[config.mk]
export PLATFORM = sky130hd
export DESIGN_NAME = pit_timer
export DESIGN_NICKNAME = d
export VERILOG_FILES = /design/src/rtl/pit_pkg.sv /design/src/rtl/pit_regs.sv /design/src/rtl/pit_prescaler.sv /design/src/rtl/pit_counter.sv /design/src/rtl/pit_timer.sv
export SDC_FILE = /design/constraint.sdc
export NUM_CORES = 1
export LEC_CHECK = 0
export BUFFER_PORTS_ARGS = -buffer_cell sky130_fd_sc_hd__buf_2
export CAP_MARGIN = 10
export CORE_AREA = 4 4 106 108
export DETAILED_ROUTE_END_ITERATION = 12
export DIE_AREA = 0 0 110 112
export HOLD_SLACK_MARGIN = 0.15
export RECOVER_POWER = 50
export SLEW_MARGIN = 25
export SYNTH_ARGS = -nofsm -noshare
export SYNTH_HDL_FRONTEND = slang
export SYNTH_HIERARCHICAL = 1
export SYNTH_SLANG_ARGS = --single-unit
[constraint.sdc]
create_clock -name clk -period 5.3 [get_ports clk]
set_clock_uncertainty 0.2 [all_clocks]
set_input_delay 0.53 -clock clk [delete_from_list [all_inputs] [get_ports clk]]
set_output_delay 0.53 -clock clk [all_outputs]
set_load 0.01 [all_outputs]
[src/rtl/pit_pkg.sv]
package pit_pkg;
   localparam logic [1:0] ADR_CSR = 2'd0;
   localparam logic [1:0] ADR_MOD = 2'd1;
   localparam logic [1:0] ADR_CNT = 2'd2;

   localparam int B_EN   = 0;
   localparam int B_RLD  = 1;
   localparam int B_FLAG = 2;
   localparam int B_IEN  = 3;
   localparam int B_OVW  = 4;
   localparam int B_HEN  = 5;
   localparam int PRE_LSB = 8;

   typedef struct packed {
      logic hen;
      logic ovw;
      logic ien;
      logic rld;
      logic en;
   } ctl_t;
endpackage

[src/rtl/pit_regs.sv]
module pit_regs
   import pit_pkg::*;
#(
   parameter int CNT_W = 16,
   parameter int PRE_W = 4
) (
   input  logic               clk,
   input  logic               rst_n,
   input  logic               wr_en,
   input  logic [1:0]         wr_addr,
   input  logic [CNT_W-1:0]   wr_data,
   input  logic [CNT_W/8-1:0] wr_be,
   input  logic               flag_set,
   output ctl_t               ctl,
   output logic [PRE_W-1:0]   pre,
   output logic               flag,
   output logic [CNT_W-1:0]   mod,
   output logic [CNT_W-1:0]   load_val,
   output logic               ovw_load,
   output logic               psc_restart
);
   localparam int BYTES = CNT_W / 8;

   logic             csr_wr;
   logic             mod_wr;
   logic             flag_clr;
   logic [CNT_W-1:0] mod_next;
   logic             unused_bits;

   assign csr_wr = wr_en && (wr_addr == ADR_CSR);
   assign mod_wr = wr_en && (wr_addr == ADR_MOD);
   assign unused_bits = ^{wr_data[CNT_W-1:PRE_LSB+PRE_W], wr_data[7:6]};

   for (genvar b = 0; b < BYTES; b++) begin : g_lane
      assign mod_next[b*8 +: 8] = wr_be[b] ? wr_data[b*8 +: 8] : mod[b*8 +: 8];
   end

   assign ovw_load    = mod_wr && ctl.ovw;
   assign load_val    = mod_next;
   assign psc_restart = (csr_wr && wr_be[1]) || ovw_load;
   assign flag_clr    = (csr_wr && wr_be[0] && wr_data[B_FLAG]) || ovw_load;

   always_ff @(posedge clk or negedge rst_n) begin
      if (!rst_n) begin
         ctl  <= '0;
         pre  <= '0;
         flag <= 1'b0;
         mod  <= '1;
      end else begin
         if (csr_wr && wr_be[0]) begin
            ctl.en  <= wr_data[B_EN];
            ctl.rld <= wr_data[B_RLD];
            ctl.ien <= wr_data[B_IEN];
            ctl.ovw <= wr_data[B_OVW];
            ctl.hen <= wr_data[B_HEN];
         end
         if (csr_wr && wr_be[1])
            pre <= wr_data[PRE_LSB +: PRE_W];
         if (mod_wr)
            mod <= mod_next;
         if (flag_set)
            flag <= 1'b1;
         else if (flag_clr)
            flag <= 1'b0;
      end
   end


   flag_set_prio_chk: assert property (@(posedge clk) disable iff (!rst_n)
      flag_set |=> flag);


   ovw_clear_chk: assert property (@(posedge clk) disable iff (!rst_n)
      (wr_en && wr_addr == ADR_MOD && ctl.ovw && !flag_set) |=> !flag);
endmodule

[src/rtl/pit_prescaler.sv]
module pit_prescaler #(
   parameter int PRE_W = 4
) (
   input  logic             clk,
   input  logic             rst_n,
   input  logic             en,
   input  logic             frz,
   input  logic             restart,
   input  logic [PRE_W-1:0] pre,
   output logic             tick
);
   localparam int PSC_W = (1 << PRE_W) - 1;

   logic [PSC_W-1:0] psc_q;
   logic [PSC_W-1:0] mask;

   always_comb mask = ~({PSC_W{1'b1}} << pre);

   assign tick = en && !frz && !restart && (psc_q == mask);

   always_ff @(posedge clk or negedge rst_n) begin
      if (!rst_n)
         psc_q <= '0;
      else if (!en || restart)
         psc_q <= '0;
      else if (!frz)
         psc_q <= (psc_q == mask) ? '0 : psc_q + 1'b1;
   end


   psc_range_chk: assert property (@(posedge clk) disable iff (!rst_n)
      psc_q <= mask);


   psc_hold_chk: assert property (@(posedge clk) disable iff (!rst_n)
      (frz && en && !restart) |=> $stable(psc_q));
endmodule

[src/rtl/pit_counter.sv]
module pit_counter #(
   parameter int CNT_W = 16
) (
   input  logic             clk,
   input  logic             rst_n,
   input  logic             en,
   input  logic             rld,
   input  logic             tick,
   input  logic             load,
   input  logic [CNT_W-1:0] load_val,
   input  logic [CNT_W-1:0] mod,
   output logic [CNT_W-1:0] cnt,
   output logic             flag_set
);
   logic at_zero;

   assign at_zero  = (cnt == '0);
   assign flag_set = en && tick && at_zero && !load;

   always_ff @(posedge clk or negedge rst_n) begin
      if (!rst_n)
         cnt <= '1;
      else if (load)
         cnt <= load_val;
      else if (!en)
         cnt <= mod;
      else if (tick)
         cnt <= at_zero ? (rld ? mod : '1) : cnt - 1'b1;
   end


   dis_follow_chk: assert property (@(posedge clk) disable iff (!rst_n)
      (!en && !load) |=> cnt == $past(mod));
endmodule

[src/rtl/pit_timer.sv]
module pit_timer
   import pit_pkg::*;
#(
   parameter int CNT_W = 16,
   parameter int PRE_W = 4
) (
   input  logic               clk,
   input  logic               rst_n,
   input  logic               wr_en,
   input  logic [1:0]         wr_addr,
   input  logic [CNT_W-1:0]   wr_data,
   input  logic [CNT_W/8-1:0] wr_be,
   input  logic [1:0]         rd_addr,
   output logic [CNT_W-1:0]   rd_data,
   input  logic               dbg_halt,
   output logic               irq
);
   if (CNT_W % 8 != 0 || CNT_W < 16) begin : g_bad_width
      $error("CNT_W must be a multiple of 8 and at least 16");
   end
   if (PRE_W < 1 || PRE_W > 5) begin : g_bad_pre
      $error("PRE_W must lie in 1..5");
   end

   ctl_t             ctl;
   logic [PRE_W-1:0] pre;
   logic             flag;
   logic [CNT_W-1:0] mod;
   logic [CNT_W-1:0] load_val;
   logic             ovw_load;
   logic             psc_restart;
   logic             flag_set;
   logic             tick;
   logic             frz;
   logic [CNT_W-1:0] cnt;
   logic [CNT_W-1:0] csr_view;

   assign frz = dbg_halt && ctl.hen;

   pit_regs #(.CNT_W(CNT_W), .PRE_W(PRE_W)) i_regs (
      .clk(clk), .rst_n(rst_n), .wr_en(wr_en), .wr_addr(wr_addr),
      .wr_data(wr_data), .wr_be(wr_be), .flag_set(flag_set),
      .ctl(ctl), .pre(pre), .flag(flag), .mod(mod), .load_val(load_val),
      .ovw_load(ovw_load), .psc_restart(psc_restart)
   );

   pit_prescaler #(.PRE_W(PRE_W)) i_psc (
      .clk(clk), .rst_n(rst_n), .en(ctl.en), .frz(frz),
      .restart(psc_restart), .pre(pre), .tick(tick)
   );

   pit_counter #(.CNT_W(CNT_W)) i_cnt (
      .clk(clk), .rst_n(rst_n), .en(ctl.en), .rld(ctl.rld), .tick(tick),
      .load(ovw_load), .load_val(load_val), .mod(mod), .cnt(cnt),
      .flag_set(flag_set)
   );

   always_comb begin
      csr_view = '0;
      csr_view[B_EN]   = ctl.en;
      csr_view[B_RLD]  = ctl.rld;
      csr_view[B_FLAG] = flag;
      csr_view[B_IEN]  = ctl.ien;
      csr_view[B_OVW]  = ctl.ovw;
      csr_view[B_HEN]  = ctl.hen;
      csr_view[PRE_LSB +: PRE_W] = pre;
   end

   always_comb begin
      case (rd_addr)
         ADR_CSR: rd_data = csr_view;
         ADR_MOD: rd_data = mod;
         ADR_CNT: rd_data = cnt;
         default: rd_data = '0;
      endcase
   end

   assign irq = flag && ctl.ien;


   halt_hold_chk: assert property (@(posedge clk) disable iff (!rst_n)
      (dbg_halt && ctl.hen && ctl.en && !ovw_load) |=> $stable(cnt));
endmodule

After elaboration in Yosys (flattened, before gate mapping)
Cells that the tools add are included.

Register bits after elaboration: 57.

Equality and inequality tests: 6. Shift-type cells: 1. Bitwise logic cells: 1. Reductions and logical operators: 25. $add $sub $neg: 2. Mux-type cells: 13.

Operator list (number): $mux W16 (5); $pmux W16 S3 (1); $mux W15 (3); $logic_not A16 Y1 (1); $mux W8 (2); $sub A16 B1 Y16 const B (1); $add A15 B1 Y15 const B (1); $eq A15 B15 Y1 (1); $not A15 Y15 (1); $shl A15 B4 Y15 const A (1); $logic_and A1 B1 Y1 (14); $eq A2 B1 Y1 const B (2); $logic_not A1 Y1 (4); $logic_not A2 Y1 (2); $logic_or A1 B1 Y1 (3); $ne A3 B1 Y1 const B (1); $eq A2 B2 Y1 const B (1); $mux W1 (2); $ne A2 B2 Y1 const B (1); $reduce_bool A2 Y1 (1).

Logic depth before layout (Yosys ltp)
Word-level depth: 11. Mapped depth: 12. Depth with buffers taken out: 11.

Cells and area by module
The synthesis kept the hierarchy.

Modules (own cells, without submodules): pit_prescaler (cells an instance 182, area each 1441.4 µm², times used 1, seq. area each 375.4 µm²); pit_counter (cells an instance 136, area each 1261.2 µm², times used 1, seq. area each 420.4 µm²); pit_regs (cells an instance 82, area each 1261.2 µm², times used 1, seq. area each 670.6 µm²); pit_timer (cells an instance 34, area each 370.4 µm², times used 1, seq. area each 0.0 µm²).

Worst setup path after synthesis
Ideal clock, no wire load.

Path type: register to register. Start: reg i_regs.pre[0]. End: reg i_cnt.cnt[0]. Period minus slack after synthesis: 3.035 ns. Slack: 2.265 ns. Cell stages (with the launch flop): 11. Library setup time: 0.089 ns. Arrival: 2.746 ns. Cells stage by stage: dfrtp_1 > buf_6 > or4_4 > a31o_1 > a21oi_4 > nor2_2 > and3_1 > or3b_1 > nand2_1 > clkbuf_1 > o21ai_1.

Cells in the longest elaborated chain, start to end: 5.

RTL lines: start: declaration (line pit_regs.sv:15) `output logic [PRE_W-1:0] pre,`; start signal: assignment (line pit_regs.sv:58) `pre <= wr_data[PRE_LSB +: PRE_W];`; $shl A15 B4 Y15 (line pit_prescaler.sv:17) `always_comb mask = ~({PSC_W{1'b1}} << pre);`; $not A15 Y15 (line pit_prescaler.sv:17); $eq A15 B15 Y1 (line pit_prescaler.sv:19) `assign tick = en && !frz && !restart && (psc_q == mask);`; $logic_and A1 B1 Y1 (line pit_prescaler.sv:19); via tick (line pit_timer.sv:33) `logic tick;`; $ne A3 B1 Y1 (no line); end signal: assignment (line pit_counter.sv:24) `cnt <= load_val;`; end signal: assignment (line pit_counter.sv:26) `cnt <= mod;`; end signal: assignment (line pit_counter.sv:28) `cnt <= at_zero ? (rld ? mod : '1) : cnt - 1'b1;`; end: declaration (line pit_counter.sv:12) `output logic [CNT_W-1:0] cnt,`.

The timed path passes the listed nets, and every way through them passes these cells. A chain may end at the register's enable or synchronous reset.

Worst setup path after layout
Start: reg i_regs.pre[3]. End: reg i_cnt.cnt[15].

The elaborated chain is that of the path after synthesis.

==> summary by stage <==
Route
The number of detailed-route iterations in the first pass is 5. The via-per-instance ratio is 6.04. The detail route stage leaves a number of antenna-violating nets equal to 0. For this run, design rule violations remaining after detail routing come to 0. The routed wire length is 11300 um. The final route contains 3590 vias. In the final routed layout, each cell accounts on average for 19.0 um. In this run, the number of DRC markers left after iteration 0 of detailed routing was 243.

Logic synthesis
The synthesized design contains 0 enable-type register cells. The post-synthesis register bit count is 57. After synthesis, flip-flops and latches occupy 33.8% of the total area. When the netlist entered floorplanning its net count stood at 463. Sorting the synthesized cells by area gives the leading types as dfstp_2, dfrtp_1, mux2_2, xnor2_1, o2bb2ai_2.

The most common cell in the synthesized netlist is mux2_2. The dominant synthesized flop cell is dfstp_2. The synthesized design spends more area on one cell type than any other, namely dfstp_2. Summing every instance area after synthesis gives 4330 sq um. The unique cell type count in the Yosys netlist is 77. The top-area cell type share of the netlist area is 19.4%. For this run, asynchronously set or reset flops after synthesis account for 100%. The average cell area after synthesis is 9.99 sq um. The commonest cells after synthesis are mux2_2, nand2_1, dfstp_2. After technology mapping, the gate count stands at 434. The number of warning messages in the yosys log is 6.

Finish
Compared with the post-synthesis result, the final layout area differs by 8.46%. Cells fill 45.9% of the core in the end. The post-route netlist has 34.1% of its cells at a drive strength greater than 1. With fillers left out, the area of the finished cells amounts to 4700 sq um. At the end of the flow, the number of nets in the layout was 482.

The number of inserted diodes is 0. After filler insertion, the fill cell instance count of the layout stands at 970.

Timing
The remaining max-slew budget at the tightest pin is -108%. The final critical delay including setup and external delays is 4.06 ns. The count of final hold-check violations is 0. The maximum clock frequency is 246 MHz. The share of the clock period used by the worst path after layout is 76.7%. Setup repair after global routing left no endpoint under its margin. The number of pins exceeding their max-slew limit in the final report is 58. The post-route setup TNS is 0 ns. Setup violations remaining at the end of the flow were counted as 0. The transition time at the pin with the least slew margin is 3.11 ns.

Clocking
Once the clock tree was built, the setup fixing pass inserted 0 buffers. TritonCTS built the clock tree. The number of hold buffers added after CTS was 0. In this run the deepest clock path goes through 2 buffers. The level count of the clock H-tree is 3. The clock drives 57 sinks. Post-CTS repair changed the size of 0 cells. The clock-pin slew on the worst setup and hold paths is 0.07 ns. For the worst-skew pair, the clock arrives at the later sink with an insertion delay of 0.33 ns. The CTS buffer count is 9. The root buffer cell chosen for the clock tree is clkbuf_8.

Worst setup path
The data required time at the worst endpoint is 5.36 ns. The signal on the critical path passes through o211ai_1 -> xnor2_1 -> or4_4 -> nor3_4 -> and3_1 -> or3b_1 -> nand2_1 -> nor3_1 -> a21o_1 -> a31oi_1. The critical setup path kind is flop to flop.

In this run the worst path has a maximum fanout of 23. The cell with the largest stage delay on the worst path is dfrtp_1. The worst setup path is launched from a flop. The cell family contributing the most delay on the critical path is simple AND/OR/NAND/NOR gates. The critical path contains buffers and inverters numbering 0 combined.

For the worst setup path, the data arrival time is 4.12 ns. In this design, the stage delay of the slowest critical-path cell is 0.77 ns. The worst setup path is captured at a flop.

Die
The die covers 12300 sq um. Pin placement for this block handled 43 I/O pins. The effective utilization at floorplan is 42.4%. In this run the core area contains 37 standard-cell rows. The floorplan step set the die width to 110 um. The vertical extent of the die is 112 um. The core region is 10200 sq um.

Place
In this run the cell area measured after placement is 4510 sq um. The port buffer count is 42. The sum of net half-perimeters after detailed placement is 7720 um. Routability-driven placement finished with a final weighted congestion of 0.932.

Global routing
Entering global routing, the biggest net connects 58 pins. The wire length of the first global-routing pass is 18500 um. The initial antenna violation count came to 0. The overall global routing resource usage is 19.0%.

After global routing the overflow that remains totals 0. The number of global-route vias before repair is 3503.

Pwr
The overall power after layout is 1.99 mW. The worst-case IR drop observed on VDD is 0.000209 V. The leakage power summed over all cells is 1.79 nW. The power per cell area is 423 nW/um^2.

Run
The tool flagged a number of max-cap violations equal to 1.

Run status
The final reports fail on max-capacitance violations, max-slew violations. The flow ran to the end, but the final reports show violations.

Worst hold path
The worst hold path belongs to the class input port to flop.
power breakdown:
group,leakage (nW),switching [mW],total [mW],internal (mW)
clock,0.104,0.180,0.409,0.229
sequential,0.666,0.243,0.883,0.640
combinational,1.02,0.356,0.698,0.342
routing by layer:
metal	vias up	wire [um]	global-route usage (%)	part of all wire, %
li1	1686	-	-	-
met3	13	703	3.83	6.2
met2	131	5120	28.0	45
met1	1760	5340	27.6	47
met4	0	145	5.82	1.3
met5	-	0	0	0
logic make-up (layout without fill, tap and decap cells):
logic type	count (synthesis)	in the layout	share of synthesized area [%]
buffers and inverters	45	69	5.83
adders and majority gates	3	3	0.866
AOI/OAI and AO/OA	122	122	22.4
DFF	57	57	33.8
xor gates and xnor gates	23	23	4.65
muxes	51	51	13.3
and+or+nand+nor	133	133	19.1
layout make-up:
type	instances	area, sq um	area share, %
multi-input combinational	332	2620	55.7
sequential	57	1470	31.2
timing repair buffer	43	213	4.52
tap	136	170	3.62
clock buffer	11	141	3.01
clock inverter	5	52.6	1.12
inverter	10	37.5	0.799
cells in the final DEF, fill, tap and decap left out, types with 10 or more instances in the layout:
cell type,instances
o2bb2ai_2,10
clkbuf_8,10
buf_2,41
nand4_1,10
dfstp_2,32
xnor2_1,20
a22oi_1,14
o21ai_1,13
mux2_2,32
inv_1,10
mux2i_1,10
nand3_1,13
a21oi_1,10
o22ai_1,11
a31oi_1,11
dfrtp_1,25
nand2_1,33
flip-flops by register name, indices dropped and copies added, names as in the netlist:
name,count
i_cnt/cnt,16
i_regs/mod,16
i_psc/psc_q,15
i_regs/ctl,5
i_regs/pre,4
i_regs/flag,1
worst register-to-register path: cells and delay by family (launching register included):
kind | cells | cell delay [ns]
xor+xnor | 1 | 0.18
compound gates | 3 | 0.42
simple gates | 6 | 2.43
flops | 1 | 0.77
worst paths after layout:
check | startpoint | endpoint | slack, ns | cells past startpoint
hold / removal | wr_data[3] | i_regs/ctl[2] | 0.24 | 2
hold reg to reg | i_regs/ctl[2] | i_regs/ctl[2] | 0.35 | 1
max in group asynchronous | rst_n | i_psc/psc_q[14] | 2.02 | 2
setup / recovery | i_regs/pre[3] | i_cnt/cnt[15] | 1.24 | 10
setup reg to reg | i_regs/pre[3] | i_cnt/cnt[15] | 1.24 | 10
min in group asynchronous | rst_n | i_regs/ctl[1] | 1.13 | 2
stage by stage:
| step | worst slack (ns) | instances | hold slack [ns] |
|---|---|---|---|
| floorplan | 2.27 | 434 | 0.0344 |
| global placement | 1.49 | 578 | 0.327 |
| finish | 1.24 | 594 | 0.243 |
| CTS | 1.32 | 594 | 0.169 |
| global route | 1.07 | 594 | 0.224 |
| detailed placement | 1.33 | 578 | 0.331 |
Note: power is estimated with default switching activity, not from simulation.
